$ cat src/rtl/muldiv_pkg.sv
package muldiv_pkg;

    localparam logic [5:0] FN_MFHI = 6'h10;
    localparam logic [5:0] FN_MTHI = 6'h11;
    localparam logic [5:0] FN_MFLO = 6'h12;
    localparam logic [5:0] FN_MTLO = 6'h13;
    localparam logic [5:0] FN_MUL  = 6'h18;
    localparam logic [5:0] FN_MULU = 6'h19;
    localparam logic [5:0] FN_DIV  = 6'h1a;
    localparam logic [5:0] FN_DIVU = 6'h1b;

    typedef enum logic [1:0] {
        ST_IDLE = 2'd0,
        ST_RUN  = 2'd1,
        ST_FIX  = 2'd2
    } md_state_e;

endpackage

$ cat src/rtl/muldiv_mul_step.sv
// One shift-add step on the combined {partial sum, multiplier} register.
module muldiv_mul_step #(
    parameter int WIDTH = 32
) (
    input  logic [2*WIDTH-1:0] work_i,
    input  logic [WIDTH-1:0]   mcand_i,
    output logic [2*WIDTH-1:0] work_o
);
    localparam int DW = 2 * WIDTH;

    logic [WIDTH:0] sum;

    always_comb begin
        sum    = {1'b0, work_i[DW-1:WIDTH]} + (work_i[0] ? {1'b0, mcand_i} : '0);
        work_o = {sum, work_i[WIDTH-1:1]};
    end
endmodule

$ cat src/rtl/muldiv_div_step.sv
// One restoring step on the combined {remainder, dividend/quotient} register.
module muldiv_div_step #(
    parameter int WIDTH = 32
) (
    input  logic [2*WIDTH-1:0] work_i,
    input  logic [WIDTH-1:0]   divisor_i,
    output logic [2*WIDTH-1:0] work_o
);
    localparam int DW = 2 * WIDTH;

    logic [WIDTH:0] trial;

    always_comb begin
        trial = work_i[DW-1:WIDTH-1] - {1'b0, divisor_i};
        if (!trial[WIDTH]) begin
            work_o = {trial[WIDTH-1:0], work_i[WIDTH-2:0], 1'b1};
        end else begin
            work_o = {work_i[DW-2:0], 1'b0};
        end
    end
endmodule

$ cat src/rtl/muldiv_fix.sv
// Applies result signs to the magnitude result and splits it into HI/LO.
module muldiv_fix #(
    parameter int WIDTH = 32
) (
    input  logic [2*WIDTH-1:0] work_i,
    input  logic               is_div_i,
    input  logic               neg_res_i,
    input  logic               neg_rem_i,
    input  logic               div_zero_i,
    output logic [WIDTH-1:0]   hi_o,
    output logic [WIDTH-1:0]   lo_o
);
    localparam int DW = 2 * WIDTH;

    logic [DW-1:0]    prod;
    logic [WIDTH-1:0] quo;
    logic [WIDTH-1:0] rem;

    always_comb begin
        prod = neg_res_i ? (~work_i + 1'b1) : work_i;
        quo  = neg_res_i ? (~work_i[WIDTH-1:0] + 1'b1) : work_i[WIDTH-1:0];
        rem  = neg_rem_i ? (~work_i[DW-1:WIDTH] + 1'b1) : work_i[DW-1:WIDTH];
        if (!is_div_i) begin
            hi_o = prod[DW-1:WIDTH];
            lo_o = prod[WIDTH-1:0];
        end else if (div_zero_i) begin
            hi_o = '0;
            lo_o = '0;
        end else begin
            hi_o = rem;
            lo_o = quo;
        end
    end
endmodule

$ cat src/rtl/muldiv_hilo.sv
// Architectural HI/LO result pair.
module muldiv_hilo #(
    parameter int WIDTH = 32
) (
    input  logic             clk,
    input  logic             rst_n,
    input  logic             wr_hi_i,
    input  logic             wr_lo_i,
    input  logic [WIDTH-1:0] hi_i,
    input  logic [WIDTH-1:0] lo_i,
    output logic [WIDTH-1:0] hi_o,
    output logic [WIDTH-1:0] lo_o
);
    typedef struct packed {
        logic [WIDTH-1:0] hi;
        logic [WIDTH-1:0] lo;
    } hilo_t;

    hilo_t r_d, r_q;

    always_comb begin
        r_d = r_q;
        if (wr_hi_i) r_d.hi = hi_i;
        if (wr_lo_i) r_d.lo = lo_i;
    end

    always_ff @(posedge clk or negedge rst_n) begin
        if (!rst_n) r_q <= '0;
        else        r_q <= r_d;
    end

    assign hi_o = r_q.hi;
    assign lo_o = r_q.lo;

    AST_HILO_HOLD: assert property (@(posedge clk) disable iff (!rst_n)
        !wr_hi_i && !wr_lo_i |=> $stable(hi_o) && $stable(lo_o));
endmodule

$ cat src/rtl/muldiv_unit.sv
module muldiv_unit #(
    parameter int WIDTH = 32
) (
    input  logic              clk,
    input  logic              rst_n,
    input  logic              start_i,
    input  logic [5:0]        func_i,
    input  logic [WIDTH-1:0]  op_a_i,
    input  logic [WIDTH-1:0]  op_b_i,
    output logic              busy_o,
    output logic              rd_valid_o,
    output logic [WIDTH-1:0]  rd_data_o,
    output logic              err_o
);
    import muldiv_pkg::*;

    localparam int DW = 2 * WIDTH;
    localparam int CW = (WIDTH > 2) ? $clog2(WIDTH) : 1;
    localparam logic [CW-1:0] LAST_STEP = CW'(WIDTH - 1);

    typedef struct packed {
        md_state_e        st;
        logic [CW-1:0]    cnt;
        logic [DW-1:0]    work;
        logic [WIDTH-1:0] opnd;
        logic             is_div;
        logic             neg_res;
        logic             neg_rem;
        logic             dz;
        logic             err;
    } ctl_t;

    ctl_t c_d, c_q;

    logic             f_mul, f_div, f_signed, f_mt, f_mf;
    logic             neg_a, neg_b;
    logic [WIDTH-1:0] mag_a, mag_b;
    logic [DW-1:0]    mul_next, div_next;
    logic [WIDTH-1:0] fix_hi, fix_lo, hi_q, lo_q, hi_in, lo_in;
    logic             wr_hi, wr_lo;

    // Function decode
    always_comb begin
        f_mul    = (func_i == FN_MUL) || (func_i == FN_MULU);
        f_div    = (func_i == FN_DIV) || (func_i == FN_DIVU);
        f_signed = (func_i == FN_MUL) || (func_i == FN_DIV);
        f_mt     = (func_i == FN_MTHI) || (func_i == FN_MTLO);
        f_mf     = (func_i == FN_MFHI) || (func_i == FN_MFLO);
        neg_a    = f_signed && op_a_i[WIDTH-1];
        neg_b    = f_signed && op_b_i[WIDTH-1];
        mag_a    = neg_a ? (~op_a_i + 1'b1) : op_a_i;
        mag_b    = neg_b ? (~op_b_i + 1'b1) : op_b_i;
    end

    muldiv_mul_step #(.WIDTH(WIDTH)) u_mul (
        .work_i (c_q.work),
        .mcand_i(c_q.opnd),
        .work_o (mul_next)
    );

    muldiv_div_step #(.WIDTH(WIDTH)) u_div (
        .work_i   (c_q.work),
        .divisor_i(c_q.opnd),
        .work_o   (div_next)
    );

    muldiv_fix #(.WIDTH(WIDTH)) u_fix (
        .work_i    (c_q.work),
        .is_div_i  (c_q.is_div),
        .neg_res_i (c_q.neg_res),
        .neg_rem_i (c_q.neg_rem),
        .div_zero_i(c_q.dz),
        .hi_o      (fix_hi),
        .lo_o      (fix_lo)
    );

    // Next-state logic
    always_comb begin
        c_d     = c_q;
        c_d.err = start_i && f_mt && (c_q.st != ST_IDLE);
        wr_hi   = 1'b0;
        wr_lo   = 1'b0;
        hi_in   = fix_hi;
        lo_in   = fix_lo;
        unique case (c_q.st)
            ST_IDLE: begin
                hi_in = op_a_i;
                lo_in = op_a_i;
                if (start_i && (f_mul || f_div)) begin
                    c_d.st      = ST_RUN;
                    c_d.cnt     = '0;
                    c_d.is_div  = f_div;
                    c_d.neg_res = neg_a ^ neg_b;
                    c_d.neg_rem = neg_a;
                    c_d.dz      = f_div && (op_b_i == '0);
                    c_d.work    = f_div ? {{WIDTH{1'b0}}, mag_a} : {{WIDTH{1'b0}}, mag_b};
                    c_d.opnd    = f_div ? mag_b : mag_a;
                end else if (start_i && f_mt) begin
                    wr_hi = (func_i == FN_MTHI);
                    wr_lo = (func_i == FN_MTLO);
                end
            end
            ST_RUN: begin
                c_d.work = c_q.is_div ? div_next : mul_next;
                c_d.cnt  = c_q.cnt + 1'b1;
                if (c_q.cnt == LAST_STEP) c_d.st = ST_FIX;
            end
            ST_FIX: begin
                wr_hi  = 1'b1;
                wr_lo  = 1'b1;
                c_d.st = ST_IDLE;
            end
            default: c_d.st = ST_IDLE;
        endcase
    end

    always_ff @(posedge clk or negedge rst_n) begin
        if (!rst_n) c_q <= '0;
        else        c_q <= c_d;
    end

    muldiv_hilo #(.WIDTH(WIDTH)) u_hilo (
        .clk    (clk),
        .rst_n  (rst_n),
        .wr_hi_i(wr_hi),
        .wr_lo_i(wr_lo),
        .hi_i   (hi_in),
        .lo_i   (lo_in),
        .hi_o   (hi_q),
        .lo_o   (lo_q)
    );

    assign busy_o     = (c_q.st != ST_IDLE);
    assign err_o      = c_q.err;
    assign rd_valid_o = start_i && f_mf && !busy_o;
    assign rd_data_o  = (func_i == FN_MFHI) ? hi_q : lo_q;

    AST_START_BUSY: assert property (@(posedge clk) disable iff (!rst_n)
        start_i && !busy_o && (f_mul || f_div) |=> busy_o);
    AST_MT_DROPPED: assert property (@(posedge clk) disable iff (!rst_n)
        start_i && f_mt && (c_q.st == ST_RUN) |=> err_o && $stable(hi_q) && $stable(lo_q));
    AST_RD_IDLE_ONLY: assert property (@(posedge clk) disable iff (!rst_n)
        rd_valid_o |-> !busy_o);
    AST_REM_BOUND: assert property (@(posedge clk) disable iff (!rst_n)
        (c_q.st == ST_RUN) && c_q.is_div && !c_q.dz |-> c_q.work[DW-1:WIDTH] < c_q.opnd);
    AST_NO_RESTART: assert property (@(posedge clk) disable iff (!rst_n)
        (c_q.st == ST_RUN) && (c_q.cnt != LAST_STEP) |=> (c_q.st == ST_RUN) && (c_q.cnt == $past(c_q.cnt) + 1'b1));
endmodule

$ cat config.mk
export PLATFORM = sky130hd
export DESIGN_NAME = muldiv_unit
export DESIGN_NICKNAME = d
export VERILOG_FILES = /design/src/rtl/muldiv_pkg.sv /design/src/rtl/muldiv_mul_step.sv /design/src/rtl/muldiv_div_step.sv /design/src/rtl/muldiv_fix.sv /design/src/rtl/muldiv_hilo.sv /design/src/rtl/muldiv_unit.sv
export SDC_FILE = /design/constraint.sdc
export NUM_CORES = 1
export LEC_CHECK = 0
export ABC_AREA = 0
export BUFFER_PORTS_ARGS = -buffer_cell sky130_fd_sc_hd__clkbuf_2
export CAP_MARGIN = 0
export CORE_MARGIN = 4
export CORE_UTILIZATION = 35
export CTS_CLUSTER_DIAMETER = 120
export CTS_CLUSTER_SIZE = 8
export DETAILED_ROUTE_END_ITERATION = 10
export PLACE_DENSITY = 0.52
export RECOVER_POWER = 50
export REMOVE_ABC_BUFFERS = 1
export SETUP_SLACK_MARGIN = 0.05
export SYNTH_ARGS = -nofsm -noshare
export SYNTH_HDL_FRONTEND = slang
export SYNTH_SLANG_ARGS = --single-unit
$ cat constraint.sdc
create_clock -name clk -period 3.55 [get_ports clk]
set_clock_uncertainty 0.15 [all_clocks]
set_input_delay 0.1775 -clock clk [delete_from_list [all_inputs] [get_ports clk]]
set_output_delay 0.1775 -clock clk [all_outputs]
set_load 0.02 [all_outputs]
==> reports/metrics.cfg, run 1 <==
[clocking]
cts_inserted_buffers=17
insertion_delay_ps=450
cts_root_buf=clkbuf_16
clk_pin_slew_worst_paths_ps=70
cts_sinks=172
cts_tree=done
cts_buffer_depth=2
htreeDepth=4

[yosys]
synth_enable_flop_cells=0
ys_async_sr_fraction_pct=100.0
synth_area_leader_cell=dfrtp_1
syn_inst=2100
synth-seq-cells=172
ys_seq_area_share_pct=27.06
synth_ff_type=dfrtp_1
syn_area_per_cell_sq_um=7.574
netlist_area_sq_um=15910
ys_warn_count=0
synth_cell_types=76
synthTopCellsByArea=dfrtp_1 (27%), o21ai_0 (6.3%), nor2_1 (6.1%)
yosysTopAreaCellShare_pct=27.06

[hold_path]
hold_class=input pin to register

[route]
drt-pass1-iter-count=5
drtIter0Drc=1574
vias=17192
drcViolationCount=0
wl_mm=65.75
detail_route.wl_per_cell_um=22.47
drtAntennaViolNets=0
vias_per_cell=5.876

[timing]
post-route-period-util_pct=96.78
timing.final.hold_violations=0
fin_crit_ps=3436
slew_headroom_pct=-51.13
finalMaxSlewViolations=113
rsz0062_at_grt=true
setup_violations=0
fmax_mhz=291.1
tightest_slew_ps=2267

[floorplanning]
ios=108
dieArea_sq_um=48920
initial_core_util_pct=35.66
design.core.area_sq_um=44610
die_w_um=221.2
rows=77
die_h_um=221.2

[global_route]
grtUsageTotal_pct=26.13
antenna_found_initial=0
grtUsageMet1_pct=37.51
grt_max_degree=80
grt_use_met3_pct=4.095
grt_pass1_wl_mm=101.1
top_usage_layer=met2
grt_use_met2_pct=41.20
grt_pass1_vias=16700
overflow=0

[critical_path]
rrSetupSlack_ps=110
path_class=register to register
rr_startpoint=c_q[69]$_DFFE_PN0P_
worstSetupEndpoint=u_hilo.hi_o[31]$_DFFE_PN0P_
endpoint_kind=register
startpoint_type=register
startpoint=c_q[69]$_DFFE_PN0P_
cp.arrival_ps=3620
r2r_cells=10
worst_r2r_endpoint=u_hilo.hi_o[31]$_DFFE_PN0P_
cp.required_ps=3730
worstPathMaxFanout=6

[run]
drv_cap=2

[place]
gp_congestion=0.9688
hpwl_mm=50.86
io_buffers=107
dp_cells=2842

[run_status]
violations=capacitance limit, slew limit
status=finished with violations

[layout]
fin_cells=2926
areaGrowthSynthToFinish_pct=21.48
nets=2466
drive_above_1_share_pct=18.55
n_antenna_cell=0

[power]
worst_ir_drop_vdd_mv=0.3397
powerDensity_nw_per_um2=932.6
p_total_mw=18.02
p_leak_nw=8.320

-- cells in the final DEF, fill, tap and decap left out, types with 8 or more instances in the layout --
master	n
nor2_1	250
nand2_1	226
o21ai_0	190
buf_4	174
dfrtp_1	168
a21oi_1	163
clkbuf_2	109
xnor2_1	93
xor2_1	66
ha_1	66
inv_1	62
nor3_1	62
mux2i_1	40
a31oi_1	37
dlygate4sd3_1	36
mux2_2	34
nand3_1	31
o31ai_1	28
or3_1	27
a21o_1	27
a221oi_1	26
o221ai_1	24
a22oi_1	21
nand2b_1	20
o211ai_1	19
o22ai_1	18
clkbuf_16	17
nand4_1	16
a211oi_1	14
o21a_1	14
nor2b_1	13
and3_1	12
or4_1	11
o21ai_1	11
and2_1	10
or2_2	10
o22a_1	10
a221o_1	8
o41ai_1	8
-- cells in the mapped netlist, drive strengths merged, types with 5 or more instances --
| library cell | count |
|---|---|
| a21o | 27 |
| ha | 70 |
| a221o | 8 |
| and3 | 12 |
| mux2 | 34 |
| a221oi | 27 |
| xor2 | 66 |
| o31ai | 32 |
| nor2 | 257 |
| xnor2 | 94 |
| nand2b | 22 |
| buf | 12 |
| nand3 | 32 |
| a2111oi | 5 |
| nor3 | 66 |
| nand3b | 7 |
| nor2b | 13 |
| a22oi | 21 |
| a211oi | 15 |
| o21a | 14 |
| mux2i | 40 |
| nand4 | 16 |
| clkbuf | 116 |
| inv | 66 |
| o21bai | 5 |
| a31oi | 37 |
| or2 | 11 |
| or4 | 15 |
| dfrtp | 172 |
| a21oi | 170 |
| o21ai | 203 |
| o41ai | 10 |
| o221ai | 25 |
| o22a | 10 |
| nand2 | 226 |
| nor4 | 7 |
| and2 | 10 |
| or3 | 29 |
| o22ai | 18 |
| o211ai | 19 |
| nor3b | 7 |
| a211o | 7 |
-- kinds of logic after synthesis --
| kind of cell | count (synthesis) | synth area share [%] |
|---|---|---|
| and+or+nand+nor | 744 | 21.63 |
| xor gates and xnor gates | 160 | 8.811 |
| AOI/OAI and AO/OA | 683 | 27.15 |
| muxes | 74 | 4.924 |
| DFF | 172 | 27.06 |
| buffers and inverters | 195 | 4.665 |
| adders and majority gates | 72 | 5.758 |
-- layout make-up --
| type | instances | area (sq um) |
|---|---|---|
| Timing Repair Buffer | 330 | 2337 |
| Multi-Input combinational cell | 1733 | 11110 |
| Tap cell | 592 | 740.7 |
| Fill cell | 4587 | 25280 |
| Clock inverter | 13 | 140.1 |
| Sequential cell | 172 | 4309 |
| Inverter | 67 | 251.5 |
| Clock buffer | 19 | 432.9 |
-- per-stage QoR --
step                      setup TNS [ps]  util (%)  setup WS (ps)  cell area [sq um]  hold slack, ps
after floorplan                   -77230         -          -2405              15410          -268.1
after global placement            -83.44     40.54         -42.82              18080           133.5
after detailed placement          -189.7     40.54         -99.56              18080           136.0
after CTS                              0     42.72          54.17              19050           8.422
after global routing              -70.44     43.32         -38.15              19320           25.89
final                                  0     43.32          114.5              19320           21.82
-- state kept, by name (all words and copies together), names as in the netlist --
name and cells:
c_q 107, u_hilo.lo_o 32, err_o 1, u_hilo.hi_o 32
-- timing repair --
item | 4_1_cts | 5_1_grt
setup endpoints to repair | 22 | 42
hold buffers | 36 | 0
hold endpoints to repair | 131 | 0
setup buffers | 2 | 14
pin swaps | 2 | 21
resized for setup | 6 | 57
-- worst max-delay path, cell delays in order, from the launching register on --
cell and delay, ps:
dfrtp_1 390, buf_4 170, or3_4 380, or4_4 450, or4b_4 600, or2_4 300
or3_4 340, o21ai_2 120, xnor2_1 80, a221oi_2 250, nor3_1 80
-- routing by layer --
metal | up-vias | part of all wire (%)
met5 | - | 0
met2 | 646 | 45
li1 | 8106 | -
met3 | 97 | 6.8
met4 | 0 | 3.0
met1 | 8343 | 46
-- how the worst min path moves through the flow --
| stage | end | depth (start not counted) | slack [ps] | start |
|---|---|---|---|---|
| floorplan | c_q[100]$_DFFE_PN0P_ | 0 | -270 | rst_n |
| global placement | u_hilo.lo_o[6]$_DFFE_PN0P_ | 1 | 130 | rst_n |
| detailed placement | u_hilo.lo_o[6]$_DFFE_PN0P_ | 1 | 140 | rst_n |
| CTS | c_q[3]$_DFFE_PN0P_ | 4 | 8 | op_a_i[31] |
| global route | u_hilo.hi_o[23]$_DFFE_PN0P_ | 3 | 30 | op_a_i[23] |
| finish | u_hilo.lo_o[31]$_DFFE_PN0P_ | 3 | 20 | op_a_i[31] |
-- power by group --
part	leakage (nW)	switching (mW)	internal, mW
Combinational	6.04	7.37	5.18
Clock	0.271	0.901	1.04
Sequential	2.01	0.737	2.79
No activity file was read; power rests on OpenSTA's default activity.
==> run 2: changes to the inputs <==
--- a/config.mk
+++ b/config.mk
@@ -13,7 +13,7 @@
 export CTS_CLUSTER_DIAMETER = 120
 export CTS_CLUSTER_SIZE = 8
 export DETAILED_ROUTE_END_ITERATION = 10
-export PLACE_DENSITY = 0.52
+export PLACE_DENSITY = 0.51
 export RECOVER_POWER = 50
 export REMOVE_ABC_BUFFERS = 1
 export SETUP_SLACK_MARGIN = 0.05
==> constraint.sdc (replaced) <==
create_clock -name clk -period 4.2 [get_ports clk]
set_clock_uncertainty 0.15 [all_clocks]
set_input_delay 0.21 -clock clk [delete_from_list [all_inputs] [get_ports clk]]
set_output_delay 0.21 -clock clk [all_outputs]
set_load 0.02 [all_outputs]
==> run 2 against run 1 <==
  * The flow still finishes with violations (capacitance limit, slew limit)
  * First-iteration DRC count is 4.3% higher
  * Total power is 20% lower
  * Worst hold slack better by 18 ps
  * Routed wire length is 1.6% lower
  * Via count is 3.2% lower
  * Design area is 5.2% lower
  * Register-to-register slack better by 160 ps
  * Utilization is 2.3 points lower
  * Largest cell class unchanged
  * Highest routed layer unchanged
==> reports/metrics.cfg, run 2 (synthesis results as in run 1) <==
[timing]
tightest_slew_ps=2702  ; +435.2 ps
fmax_mhz=254.8  ; -12%
setup_violations=0  ; unchanged
slew_headroom_pct=-80.14  ; -29 points
rsz0062_at_grt=false
finalMaxSlewViolations=186  ; +65%
fin_crit_ps=3924  ; +488.6 ps
post-route-worst-setup-slack_ps=275.9  ; +161.4 ps
timing.final.hold_violations=0  ; unchanged
post-route-period-util_pct=93.43  ; -3.3 points
setup_tns_ps=0  ; unchanged

[clocking]
cts_buffer_depth=2  ; unchanged
cts_root_buf=clkbuf_16
cts_sinks=172  ; unchanged
cts_tree=done
insertion_delay_ps=480  ; +30 ps
clk_pin_slew_worst_paths_ps=80  ; about the same
cts_inserted_buffers=17  ; unchanged
htreeDepth=4  ; unchanged

[power]
powerDensity_nw_per_um2=784.9  ; -16%
p_leak_nw=7.763  ; -6.7%
worst_ir_drop_vdd_mv=0.3414  ; +0.50%

[floorplanning]
die_h_um=221.2  ; unchanged
design.core.area_sq_um=44610  ; unchanged
die_w_um=221.2  ; unchanged
rows=77  ; unchanged
dieArea_sq_um=48920  ; unchanged
ios=108  ; unchanged
initial_core_util_pct=35.66  ; unchanged

[layout]
largest_reg_flops=107  ; unchanged
n_antenna_cell=0  ; unchanged
num-fill-cells=4643  ; +1.2%
top_register=c_q
final_cell_mix=nor2_1 (254), nand2_1 (226), o21ai_0 (201), dfrtp_1 (170), a21oi_1 (169)
nets=2357  ; -4.4%
areaGrowthSynthToFinish_pct=15.11
layout.cells.most_common=nor2_1
drive_above_1_share_pct=12.41  ; -6.1 points

[critical_path]
worstPathMaxFanout=7  ; +1
rrSetupSlack_ps=280  ; +160 ps
startpoint=c_q[69]$_DFFE_PN0P_
endpoint_kind=register
cp.arrival_ps=4110  ; +490 ps
cp.required_ps=4380  ; +650 ps
worst_r2r_endpoint=u_hilo.hi_o[22]$_DFFE_PN0P_
path_class=register to register
startpoint_type=register
rr_startpoint=c_q[69]$_DFFE_PN0P_
r2r_cells=11  ; +1

[route]
vias=16640  ; -3.2%
drt-pass1-iter-count=6  ; +1
wl_mm=64.69  ; -1.6%
drcViolationCount=0  ; unchanged
vias_per_cell=5.909  ; +0.57%
drtIter0Drc=1642  ; +4.3%
detail_route.wl_per_cell_um=22.97  ; +2.2%
drtAntennaViolNets=0  ; unchanged

[place]
gp_congestion=0.9270  ; -4.3%
io_buffers=107  ; unchanged
place_ws_ps=241.0  ; +340.6 ps
hpwl_mm=49.09  ; -3.5%

[global_route]
grt_max_degree=99  ; +24%
grt_pass1_wl_mm=97.90  ; -3.1%
grt_pass1_vias=15736  ; -5.8%
grtUsageTotal_pct=25.54  ; -0.59 points
overflow=0  ; unchanged
antenna_found_initial=1  ; +1

[hold_path]
worst_hold_path.num_cells=3  ; unchanged
hold_start=op_b_i[26]
hold_class=input pin to register
whs_endpoint=c_q[31]$_DFFE_PN0P_

[run]
drv_cap=4  ; +2

[run_status]
status=finished with violations
violations=capacitance limit, slew limit

==> run 2: cell count changes in the layout (fill, tap and decap cells not counted), sizes merged <==
cell / delta
buf: -108
bufinv: +3
clkbuf: -3
clkinv: +2
clkinvlp: -4
dlygate4sd3: +1
inv: -1
==> run 2: worst max path at each step <==
stage | to | depth (start not counted)
2_1_floorplan | c_q[90]$_DFFE_PN0P_ | 12
3_3_place_gp | u_hilo.hi_o[22]$_DFFE_PN0P_ | 11
3_5_place_dp | u_hilo.hi_o[22]$_DFFE_PN0P_ | 11
4_1_cts | u_hilo.hi_o[22]$_DFFE_PN0P_ | 11
5_1_grt | c_q[91]$_DFFE_PN0P_ | 14
6_report | u_hilo.hi_o[22]$_DFFE_PN0P_ | 11
==> run 2: metal layers <==
metal	share of wire, %	routed length (um)	global-route usage (%)
met1	46	29540	36.06
met4	2.8	1784	7.389
met5	0	0	0
met2	45	29180	40.39
met3	6.5	4188	4.294
==> run 2: critical path, stage by stage, from the launching register on <==
cell and delay, ps:
dfrtp_1 470, inv_1 190, ha_1 350, nor3b_1 540
nand2_1 250, nor2_1 390, nand2_1 150, o21ai_1 360
or2_2 180, a21oi_1 60, a2111oi_1 610, nor3_1 90
==> run 2: per-stage QoR <==
step                cell area [sq um]  instances  utilization, %  hold WS, ps  power, mW
floorplan                       15410       1972               -       -235.6      9.136
global placement                17320       2747           38.83        208.1      12.36
detailed placement              17320       2747           38.83        207.8      12.40
CTS                             18340       2815           41.10        13.01      14.32
global route                    18310       2816           41.05        32.89      15.43
finish                          18310       2816           41.05        39.35      14.37
==> run 2: report_power, final <==
part	switching, mW	internal [mW]	total (mW)	leakage (nW)
sequential	0.715	2.35	3.07	2.02
clock	0.782	1.06	1.84	0.317
combinational	5.87	3.59	9.46	5.43
total	7.37	7.00	14.4	7.76
==> run 2: cell type report <==
| class | instances | area (sq um) | share of cell area [%] |
|---|---|---|---|
| inverter | 67 | 251.5 | 1.374 |
| sequential | 172 | 4307 | 23.52 |
| multi-input combinational | 1733 | 10890 | 59.47 |
| tap | 592 | 740.7 | 4.046 |
| clock buffer | 18 | 429.2 | 2.344 |
| timing repair buffer | 221 | 1478 | 8.071 |
| clock inverter | 13 | 215.2 | 1.175 |
==> run 2: what timing repair did <==
action                                  4_1_cts  5_1_grt
setup buffers                                 0        1
gates resized for setup                       0        1
endpoints found under the setup margin        0        3
hold buffers                                 37        0
hold endpoints to repair                    152        0
